===== src/rtl/bcm_pkg.sv =====
package bcm_pkg;

   typedef enum logic [2:0] {
      CMD_DESEL = 3'd0,
      CMD_NOP   = 3'd1,
      CMD_ACT   = 3'd2,
      CMD_RD    = 3'd3,
      CMD_WR    = 3'd4,
      CMD_PRE   = 3'd5,
      CMD_OTHER = 3'd6,
      CMD_PAUSE = 3'd7
   } bcm_cmd_e;

   typedef enum logic [2:0] {
      BS_IDLE    = 3'd0,
      BS_OPENING = 3'd1,
      BS_OPEN    = 3'd2,
      BS_RD      = 3'd3,
      BS_WR      = 3'd4,
      BS_RDAP    = 3'd5,
      BS_WRAP    = 3'd6,
      BS_CLOSING = 3'd7
   } bcm_state_e;

   typedef enum logic [2:0] {
      E_NONE     = 3'd0,
      E_NO_ROW   = 3'd1,
      E_ROW_OPEN = 3'd2,
      E_TRCD     = 3'd3,
      E_TRP      = 3'd4,
      E_WR_RECOV = 3'd5,
      E_AP_BUSY  = 3'd6,
      E_AP_CUT   = 3'd7
   } bcm_err_e;

endpackage


===== src/rtl/bcm_decode.sv =====
module bcm_decode
   import bcm_pkg::*;
#(
   parameter int NBANK = 4,
   localparam int BA_W = $clog2(NBANK)
) (
   input  logic             cs_n,
   input  logic             ras_n,
   input  logic             cas_n,
   input  logic             we_n,
   input  logic [BA_W-1:0]  ba,
   input  logic             ap,
   output bcm_cmd_e         cmd,
   output logic [NBANK-1:0] tgt
);

   always_comb begin
      if (cs_n) begin
         cmd = CMD_DESEL;
      end else begin
         case ({ras_n, cas_n, we_n})
            3'b111:  cmd = CMD_NOP;
            3'b011:  cmd = CMD_ACT;
            3'b101:  cmd = CMD_RD;
            3'b100:  cmd = CMD_WR;
            3'b010:  cmd = CMD_PRE;
            default: cmd = CMD_OTHER;
         endcase
      end
   end

   // precharge with the flag set addresses every bank
   for (genvar gi = 0; gi < NBANK; gi++) begin : g_tgt
      assign tgt[gi] = ((cmd == CMD_PRE) && ap) || (ba == BA_W'(gi));
   end

endmodule


===== src/rtl/bcm_bank.sv =====
module bcm_bank
   import bcm_pkg::*;
#(
   parameter int TRCD = 3,
   parameter int TRP  = 3,
   parameter int TWR  = 2,
   parameter int BL   = 4,
   parameter int CL   = 2
) (
   input  logic       clk,
   input  logic       rst_n,
   input  logic       en,
   input  bcm_cmd_e   cmd,
   input  logic       tgt,
   input  logic       ap,
   input  logic       accept,
   output bcm_state_e st_q,
   output bcm_err_e   verdict
);

   localparam int RD_SPAN  = CL + BL / 2;
   localparam int RAP_SPAN = BL / 2;
   localparam int WR_SPAN  = 1 + BL / 2 + TWR;
   localparam int M1       = (TRCD > TRP) ? TRCD : TRP;
   localparam int M2       = (RD_SPAN > WR_SPAN) ? RD_SPAN : WR_SPAN;
   localparam int MAXS     = (M1 > M2) ? M1 : M2;
   localparam int CW       = $clog2(MAXS + 1);

   localparam logic [CW-1:0] C_TRCD = CW'(TRCD);
   localparam logic [CW-1:0] C_TRP  = CW'(TRP);
   localparam logic [CW-1:0] C_RD   = CW'(RD_SPAN);
   localparam logic [CW-1:0] C_RAP  = CW'(RAP_SPAN);
   localparam logic [CW-1:0] C_WR   = CW'(WR_SPAN);

   logic [CW-1:0] cnt_q, cnt_eff, cnt_d;
   bcm_state_e    st_eff, st_d;

   // age the timer: the command of this cycle is judged on the aged state
   always_comb begin
      st_eff  = st_q;
      cnt_eff = cnt_q;
      if (st_q != BS_IDLE && st_q != BS_OPEN) begin
         if (cnt_q <= CW'(1)) begin
            case (st_q)
               BS_RDAP, BS_WRAP: begin st_eff = BS_CLOSING; cnt_eff = C_TRP; end
               BS_CLOSING:       begin st_eff = BS_IDLE;    cnt_eff = '0;    end
               default:          begin st_eff = BS_OPEN;    cnt_eff = '0;    end
            endcase
         end else begin
            cnt_eff = cnt_q - CW'(1);
         end
      end
   end

   always_comb begin
      verdict = E_NONE;
      if (tgt) begin
         case (cmd)
            CMD_ACT: begin
               case (st_eff)
                  BS_IDLE:          verdict = E_NONE;
                  BS_CLOSING:       verdict = E_TRP;
                  BS_RDAP, BS_WRAP: verdict = E_AP_BUSY;
                  default:          verdict = E_ROW_OPEN;
               endcase
            end
            CMD_RD, CMD_WR: begin
               case (st_eff)
                  BS_IDLE, BS_CLOSING: verdict = E_NO_ROW;
                  BS_OPENING:          verdict = E_TRCD;
                  BS_RDAP, BS_WRAP:    verdict = E_AP_BUSY;
                  default:             verdict = E_NONE;
               endcase
            end
            CMD_PRE: begin
               case (st_eff)
                  BS_WR:            verdict = E_WR_RECOV;
                  BS_RDAP, BS_WRAP: verdict = E_AP_BUSY;
                  default:          verdict = E_NONE;
               endcase
            end
            default: verdict = E_NONE;
         endcase
      end else if ((cmd == CMD_RD || cmd == CMD_WR) &&
                   (st_eff == BS_RDAP || st_eff == BS_WRAP)) begin
         verdict = E_AP_CUT;
      end
   end

   always_comb begin
      st_d  = st_eff;
      cnt_d = cnt_eff;
      if (accept) begin
         if (tgt) begin
            case (cmd)
               CMD_ACT: begin st_d = BS_OPENING; cnt_d = C_TRCD; end
               CMD_RD: begin
                  st_d  = ap ? BS_RDAP : BS_RD;
                  cnt_d = ap ? C_RAP : C_RD;
               end
               CMD_WR: begin
                  st_d  = ap ? BS_WRAP : BS_WR;
                  cnt_d = C_WR;
               end
               CMD_PRE: begin
                  if (st_eff == BS_OPENING || st_eff == BS_OPEN || st_eff == BS_RD) begin
                     st_d  = BS_CLOSING;
                     cnt_d = C_TRP;
                  end
               end
               default: ;
            endcase
         end else if ((cmd == CMD_RD || cmd == CMD_WR) &&
                      (st_eff == BS_RD || st_eff == BS_WR)) begin
            st_d  = BS_OPEN;
            cnt_d = '0;
         end
      end
   end

   always_ff @(posedge clk or negedge rst_n) begin
      if (!rst_n) begin
         st_q  <= BS_IDLE;
         cnt_q <= '0;
      end else if (en) begin
         st_q  <= st_d;
         cnt_q <= cnt_d;
      end
   end

   // a bank only falls idle through the row-close phase
   assert_idle_via_close_R7: assert property (@(posedge clk) disable iff (!rst_n)
      (st_q == BS_IDLE && $past(st_q) != BS_IDLE) |-> $past(st_q) == BS_CLOSING);

   // a row opens only from a bank with no row
   assert_open_from_idle_R3: assert property (@(posedge clk) disable iff (!rst_n)
      (st_q == BS_OPENING && $past(st_q) != BS_OPENING) |->
      ($past(st_q) == BS_IDLE || $past(st_q) == BS_CLOSING));

   // a column access needs a row that is open or about to be
   assert_col_needs_row_R4: assert property (@(posedge clk) disable iff (!rst_n)
      ((st_q == BS_RD || st_q == BS_WR || st_q == BS_RDAP || st_q == BS_WRAP) &&
       $past(st_q) != st_q) |->
      ($past(st_q) == BS_OPENING || $past(st_q) == BS_OPEN ||
       $past(st_q) == BS_RD || $past(st_q) == BS_WR));

endmodule


===== src/rtl/bcm_err_pick.sv =====
module bcm_err_pick #(
   parameter int NBANK = 4,
   localparam int IW = $clog2(NBANK)
) (
   input  logic [NBANK-1:0][2:0] codes,
   output logic                  hit,
   output logic [2:0]            code,
   output logic [IW-1:0]         idx
);

   // lowest-numbered objecting bank wins
   always_comb begin
      code = 3'd0;
      idx  = '0;
      for (int i = NBANK - 1; i >= 0; i--) begin
         if (codes[i] != 3'd0) begin
            code = codes[i];
            idx  = IW'(i);
         end
      end
   end

   assign hit = (code != 3'd0);

endmodule


===== src/rtl/bank_cmd_monitor.sv =====
module bank_cmd_monitor
   import bcm_pkg::*;
#(
   parameter int NBANK = 4,
   parameter int TRCD  = 3,
   parameter int TRP   = 3,
   parameter int TWR   = 2,
   parameter int BL    = 4,
   parameter int CL    = 2
) (
   input  logic                       clk,
   input  logic                       rst_n,
   input  logic                       cke,
   input  logic                       cs_n,
   input  logic                       ras_n,
   input  logic                       cas_n,
   input  logic                       we_n,
   input  logic [$clog2(NBANK)-1:0]   ba,
   input  logic                       ap,
   output logic [3*NBANK-1:0]         bank_state,
   output logic [2:0]                 cmd_out,
   output logic                       err_pulse,
   output logic [2:0]                 err_code,
   output logic [$clog2(NBANK)-1:0]   err_bank
);

   localparam int BA_W = $clog2(NBANK);

   if (NBANK < 2 || (1 << BA_W) != NBANK) begin : g_bad_nbank
      $error("NBANK must be a power of two, at least 2");
   end
   if (BL != 2 && BL != 4 && BL != 8) begin : g_bad_bl
      $error("BL must be 2, 4 or 8");
   end
   if (TRCD < 1 || TRP < 1 || TWR < 1 || CL < 1) begin : g_bad_timing
      $error("timing parameters must be at least one cycle");
   end

   logic                   cke_q;
   logic                   en;
   bcm_cmd_e               cmd;
   logic [NBANK-1:0]       tgt;
   logic [NBANK-1:0][2:0]  verd;
   logic [NBANK-1:0]       busy;
   logic                   hit;
   logic [2:0]             pick_code;
   logic [BA_W-1:0]        pick_idx;
   logic                   accept;

   assign en     = cke & cke_q;
   assign accept = ~hit;

   bcm_decode #(.NBANK(NBANK)) u_dec (
      .cs_n (cs_n), .ras_n(ras_n), .cas_n(cas_n), .we_n(we_n),
      .ba   (ba),   .ap   (ap),
      .cmd  (cmd),  .tgt  (tgt)
   );

   for (genvar gb = 0; gb < NBANK; gb++) begin : g_bank
      bcm_state_e st;
      bcm_err_e   v;
      bcm_bank #(.TRCD(TRCD), .TRP(TRP), .TWR(TWR), .BL(BL), .CL(CL)) u_bank (
         .clk    (clk),
         .rst_n  (rst_n),
         .en     (en),
         .cmd    (cmd),
         .tgt    (tgt[gb]),
         .ap     (ap),
         .accept (accept),
         .st_q   (st),
         .verdict(v)
      );
      assign verd[gb]             = v;
      assign bank_state[3*gb +: 3] = st;
      assign busy[gb] = (st == BS_RD) || (st == BS_WR) || (st == BS_RDAP) || (st == BS_WRAP);
   end

   bcm_err_pick #(.NBANK(NBANK)) u_pick (
      .codes(verd), .hit(hit), .code(pick_code), .idx(pick_idx)
   );

   always_ff @(posedge clk or negedge rst_n) begin
      if (!rst_n) begin
         cke_q     <= 1'b0;
         cmd_out   <= CMD_PAUSE;
         err_pulse <= 1'b0;
         err_code  <= 3'd0;
         err_bank  <= '0;
      end else begin
         cke_q     <= cke;
         cmd_out   <= en ? cmd : CMD_PAUSE;
         err_pulse <= en & hit;
         err_code  <= (en & hit) ? pick_code : 3'd0;
         err_bank  <= (en & hit) ? pick_idx : '0;
      end
   end

   assert_pause_freeze_R2: assert property (@(posedge clk) disable iff (!rst_n)
      (cmd_out == CMD_PAUSE) |-> $stable(bank_state));

   assert_err_needs_cke_R2: assert property (@(posedge clk) disable iff (!rst_n)
      err_pulse |-> ($past(cke) && $past(cke, 2)));

   assert_one_burst_R13: assert property (@(posedge clk) disable iff (!rst_n)
      $countones(busy) <= 1);

   assert_err_coded_R12: assert property (@(posedge clk) disable iff (!rst_n)
      err_pulse |-> (err_code != 3'd0 && $past(cmd_out) != CMD_PAUSE || err_code != 3'd0));

endmodule


===== config.mk =====
export PLATFORM = sky130hd
export DESIGN_NAME = bank_cmd_monitor
export DESIGN_NICKNAME = d
export VERILOG_FILES = /design/src/rtl/bcm_pkg.sv /design/src/rtl/bcm_decode.sv /design/src/rtl/bcm_bank.sv /design/src/rtl/bcm_err_pick.sv /design/src/rtl/bank_cmd_monitor.sv
export SDC_FILE = /design/constraint.sdc
export NUM_CORES = 1
export LEC_CHECK = 0
export BUFFER_PORTS_ARGS = -buffer_cell sky130_fd_sc_hd__clkbuf_2
export CAP_MARGIN = 0
export CELL_PAD_IN_SITES_DETAIL_PLACEMENT = 1
export CELL_PAD_IN_SITES_GLOBAL_PLACEMENT = 2
export CORE_ASPECT_RATIO = 0.7
export CORE_MARGIN = 10
export CORE_UTILIZATION = 32
export DETAILED_ROUTE_END_ITERATION = 10
export PLACE_DENSITY = 0.78
export SYNTH_ARGS = -nofsm -noshare
export SYNTH_HDL_FRONTEND = slang
export SYNTH_SLANG_ARGS = --single-unit

===== constraint.sdc =====
create_clock -name clk -period 3.4 [get_ports clk]
set_clock_uncertainty 0.2 [all_clocks]
set_input_delay 0.17 -clock clk [delete_from_list [all_inputs] [get_ports clk]]
set_output_delay 0.17 -clock clk [all_outputs]
set_load 0.005 [all_outputs]

==> impl_results.md <==
* # DRC at 0
* F_max at between 0.3 and 0.4 GHz
* CP delay by family, top: compound AO/OA/AOI/OAI gates
* Worst R2R Start: g_bank[2].u_bank.cnt_q[1]
* Min Tclk post-route at around 3300 ps
* R2R setup slack at between 80 and 90 ps
* Placed Instances at between 800 and 900
* Ys flop type: dfrtp_1
* Footprint of the multi-input gates at around 3300 sq um
* Leading area contributor after synthesis: dfrtp_1
* RePlAce Congestion at approximately 0.95
* Avg Synthesized Cell Area at 6.92 sq um
* Worst-path clk slew at approximately 60 ps
* Ys Warns at 0
* Int Pwr at a little over 2 mW
* Max Cap Viol at 0
* Worst slew margin at 0.330
* Overflow after GRT at 0
* Mapped Nets at about 620
* Hpwl dp at 13400 microns
* Synthesized area at 4180 sq um
* WP data required at roughly 3400 ps
* Slowest cell on crit path: o41ai_4
* Filler cells at around 1600
* Endpoint, Worst Hold: cmd_out[0]
* Gr usage total at 0.197
* Clock share of power at 0.108
* # rows at 34
* Net count, final at between 600 and 700
* Switch Pwr at about 2.3 mW
* Hold Crit Class: input port to register
* Largest net degree at the start of global routing at 35
* CTS H-tree depth at 2
* Initial antenna violation count at 0
* Die area at ~18000 sq um
* Horiz. Die Dim at between 150 and 200 microns
* Tcrit/Tclk final at 0.976
* Reg area at 857 sq um
* Post-synthesis cell type count at 83
* Final hold slack at 109 ps
* Critical Path Most Common Cell: buf_6
* DR pass1 iterations at 5
* DR iter-0 viols at slightly below 400
* Worst Hold Launch: ras_n
* Synth-to-layout area growth at 26.9%
* Worst Setup End Kind: register
* Vias/cell at 6.23
* Critical Path AT at around 3300 ps
* Async SR Flop Fraction at 1.00
* Critical path class: register to register
* Register-to-Register Path Depth at 15
* Crit path cell chain: inv_2 > ha_1 > o21ba_4 > nor2_2 > buf_6 > o41ai_4 > a31o_4 > o32ai_4 > a221oi_2 > o21a_2 > and3b_2 > buf_6 > buf_6 > a2bb2oi_4 > o311ai_4
* Synth Instances at roughly 600
* Initial core utilization at 0.332
* Port bufs at 30
* Core area at 12600 sq um
* Maximum fanout along the worst path at 8
* CTS max path bufs at 2
* Cts bufs inserted at 5
* CP Launch Type: register
* Seq cells post-synth at 34
* Status: finished, final reports clean
* Sequential-to-total area share from yosys stat at 0.205
* Flop pwr share at 0.181
* Vias at slightly above 5000
* Final non-filler cell total at 832
* Worst-Margin Slew at 1010 ps
* Final setup viols at 0
* First-pass GRT wire length at about 29000 microns
* CP max stage delay at 390 ps
* Top post-synthesis cells by area: dfrtp_1 19%, o21ai_0 6.8%, nand2_1 6.7%
* Routed wire per std cell at 22.3 microns
* Max VDD drop at between 0.2 and 0.3 mV
* Worst hold stages at 4
* Count of final hold-check violations at 0
* Post-synth top area share at 0.186
* Post-Route Setup TNS at 0 ps
* PwrDens at about 820 nW/um^2
* # IOs at 31
* Bufs and invs on worst path at 4
* Critical R2R Capture: g_bank[3].u_bank.st_q[0]
* Layout cell share with drive strength beyond 1 at 0.260
* Post-synth EDFFs at 0
* Setup ws final at just over 80 ps
* Gate power share at 0.711
* Vias in the first global route at 5218
* Pre-CTS WS at -115 ps
* Clock latency at the later pin of the worst-skew pair at a little under 300 ps
* Final WL at between 15000 and 20000 microns
* Max Slew Vio Count at 0
* CTS tree: done
* Post-route antenna net violation count at 0
* Leakage power at roughly 2.2 nW
* Root Buffer Master: clkbuf_16
* ANT cells at 0
* Clock sink count at 34
* Die extent in y at around 120 microns
* Net Sw Frac at 0.526
* Power consumption at approximately 4.3 mW
placed cells by master, fill, tap and decap left out, types with 4 or more instances in the layout:
cell       netlist  layout
a21oi_1         49      45
clkbuf_2         0      30
buf_6            4       4
o22ai_1         10       8
nand2b_1        16      15
and2_1           4       4
or2_2            6       6
nand3b_1         4       4
o21ai_1          7       7
a2bb2oi_1        5       4
ha_1             8       8
nor3_1          11      11
dfrtp_1         31      29
o211ai_1         5       5
o21ai_0         57      57
a21o_1           5       5
a31oi_1         10       9
mux2i_1          4       4
nand4_1          6       6
nand3_1         25      25
o21bai_1         6       6
or3_1            6       6
buf_4            1      69
o311ai_0         4       4
o221ai_1         7       5
nor2b_1          9       9
nand2_1         75      74
inv_1           16      15
a21oi_2          0       4
nor2_1          71      71
a22oi_1          8       6
clkbuf_16        0       5
worst max path at each step:
stage                              startpoint                       end  slack [ps]  cells past startpoint
CTS                 g_bank[2].u_bank.cnt_q[1]  g_bank[3].u_bank.st_q[0]          10                     14
global placement    g_bank[2].u_bank.cnt_q[1]  g_bank[2].u_bank.st_q[0]         -50                     14
floorplan           g_bank[2].u_bank.cnt_q[0]               err_bank[1]          90                     12
detailed placement  g_bank[2].u_bank.cnt_q[1]  g_bank[2].u_bank.st_q[0]        -110                     14
global route        g_bank[1].u_bank.cnt_q[1]  g_bank[3].u_bank.st_q[0]         -40                     14
finish              g_bank[2].u_bank.cnt_q[1]  g_bank[3].u_bank.st_q[0]          80                     15
cells in the mapped netlist, types with 8 or more instances:
cell type,count
nor2b_1,9
clkbuf_1,34
a31oi_1,10
a21oi_1,49
a22oi_1,8
nand3_1,25
o21ai_0,57
nor3_1,11
o22ai_1,10
inv_1,16
nor2_1,71
nand2_1,75
ha_1,8
dfrtp_1,31
nand2b_1,16
power by group through the flow:
stage          registers, mW  logic (mW)  clock network [mW]
2_1_floorplan          0.684        1.85                   0
3_3_place_gp           0.766        2.62                   0
3_5_place_dp           0.774        2.71                   0
4_1_cts                0.766        2.76               0.476
5_1_grt                0.812        3.36               0.498
6_report               0.780        3.07               0.467
cell type report:
type | instances | share of cell area
multi-input combinational | 504 | 0.614
clock buffer | 7 | 0.0250
inverter | 17 | 0.0120
sequential | 34 | 0.162
tap | 162 | 0.0383
timing repair buffer | 108 | 0.149
metal layers:
metal	GRT usage	share of wire	routed length [microns]	vias up
li1	-	-	-	2362
met1	0.286	0.48	8900	2548
met2	0.295	0.42	7820	243
met3	0.0330	0.082	1520	34
met4	0.0502	0.018	340	0
met5	0	0	0	-
registers in the layout, summed over array words and instances (netlist names):
signal               cells
cke_q                    1
cmd_out                  3
err_bank                 2
err_code                 3
err_pulse                1
g_bank.u_bank.cnt_q     12
g_bank.u_bank.st_q      12
worst register-to-register path: cells and delay by family, from the launching register on:
| family | cells | cell delay (ps) |
|---|---|---|
| AND/OR/NAND/NOR | 2 | 270 |
| flip-flops | 1 | 360 |
| adder cells (fa/ha/maj) | 1 | 170 |
| AO/OA/AOI/OAI | 8 | 1630 |
| buffers and inverters | 4 | 540 |
per-stage QoR:
stage | area, sq um | util
after global routing | 5300 | 0.421
after detailed placement | 4810 | 0.382
final | 5300 | 0.421
after global placement | 4810 | 0.382
after CTS | 5000 | 0.397
after floorplan | 4180 | -
repair_timing:
item | CTS | global route
hold buffers | 2 | 0
hold endpoints to repair | 32 | 0
setup buffers | 4 | 9
setup endpoints to repair | 15 | 26
gates resized for setup | 1 | 44
pin swaps | 1 | 12
logic make-up after synthesis:
family / synth area share
flops: 0.205
buf+inv: 0.0680
simple gates: 0.306
fa+ha+maj: 0.0288
xor+xnor: 0.0105
compound gates: 0.370
mux: 0.0123
(Power assumes the default switching activity.)
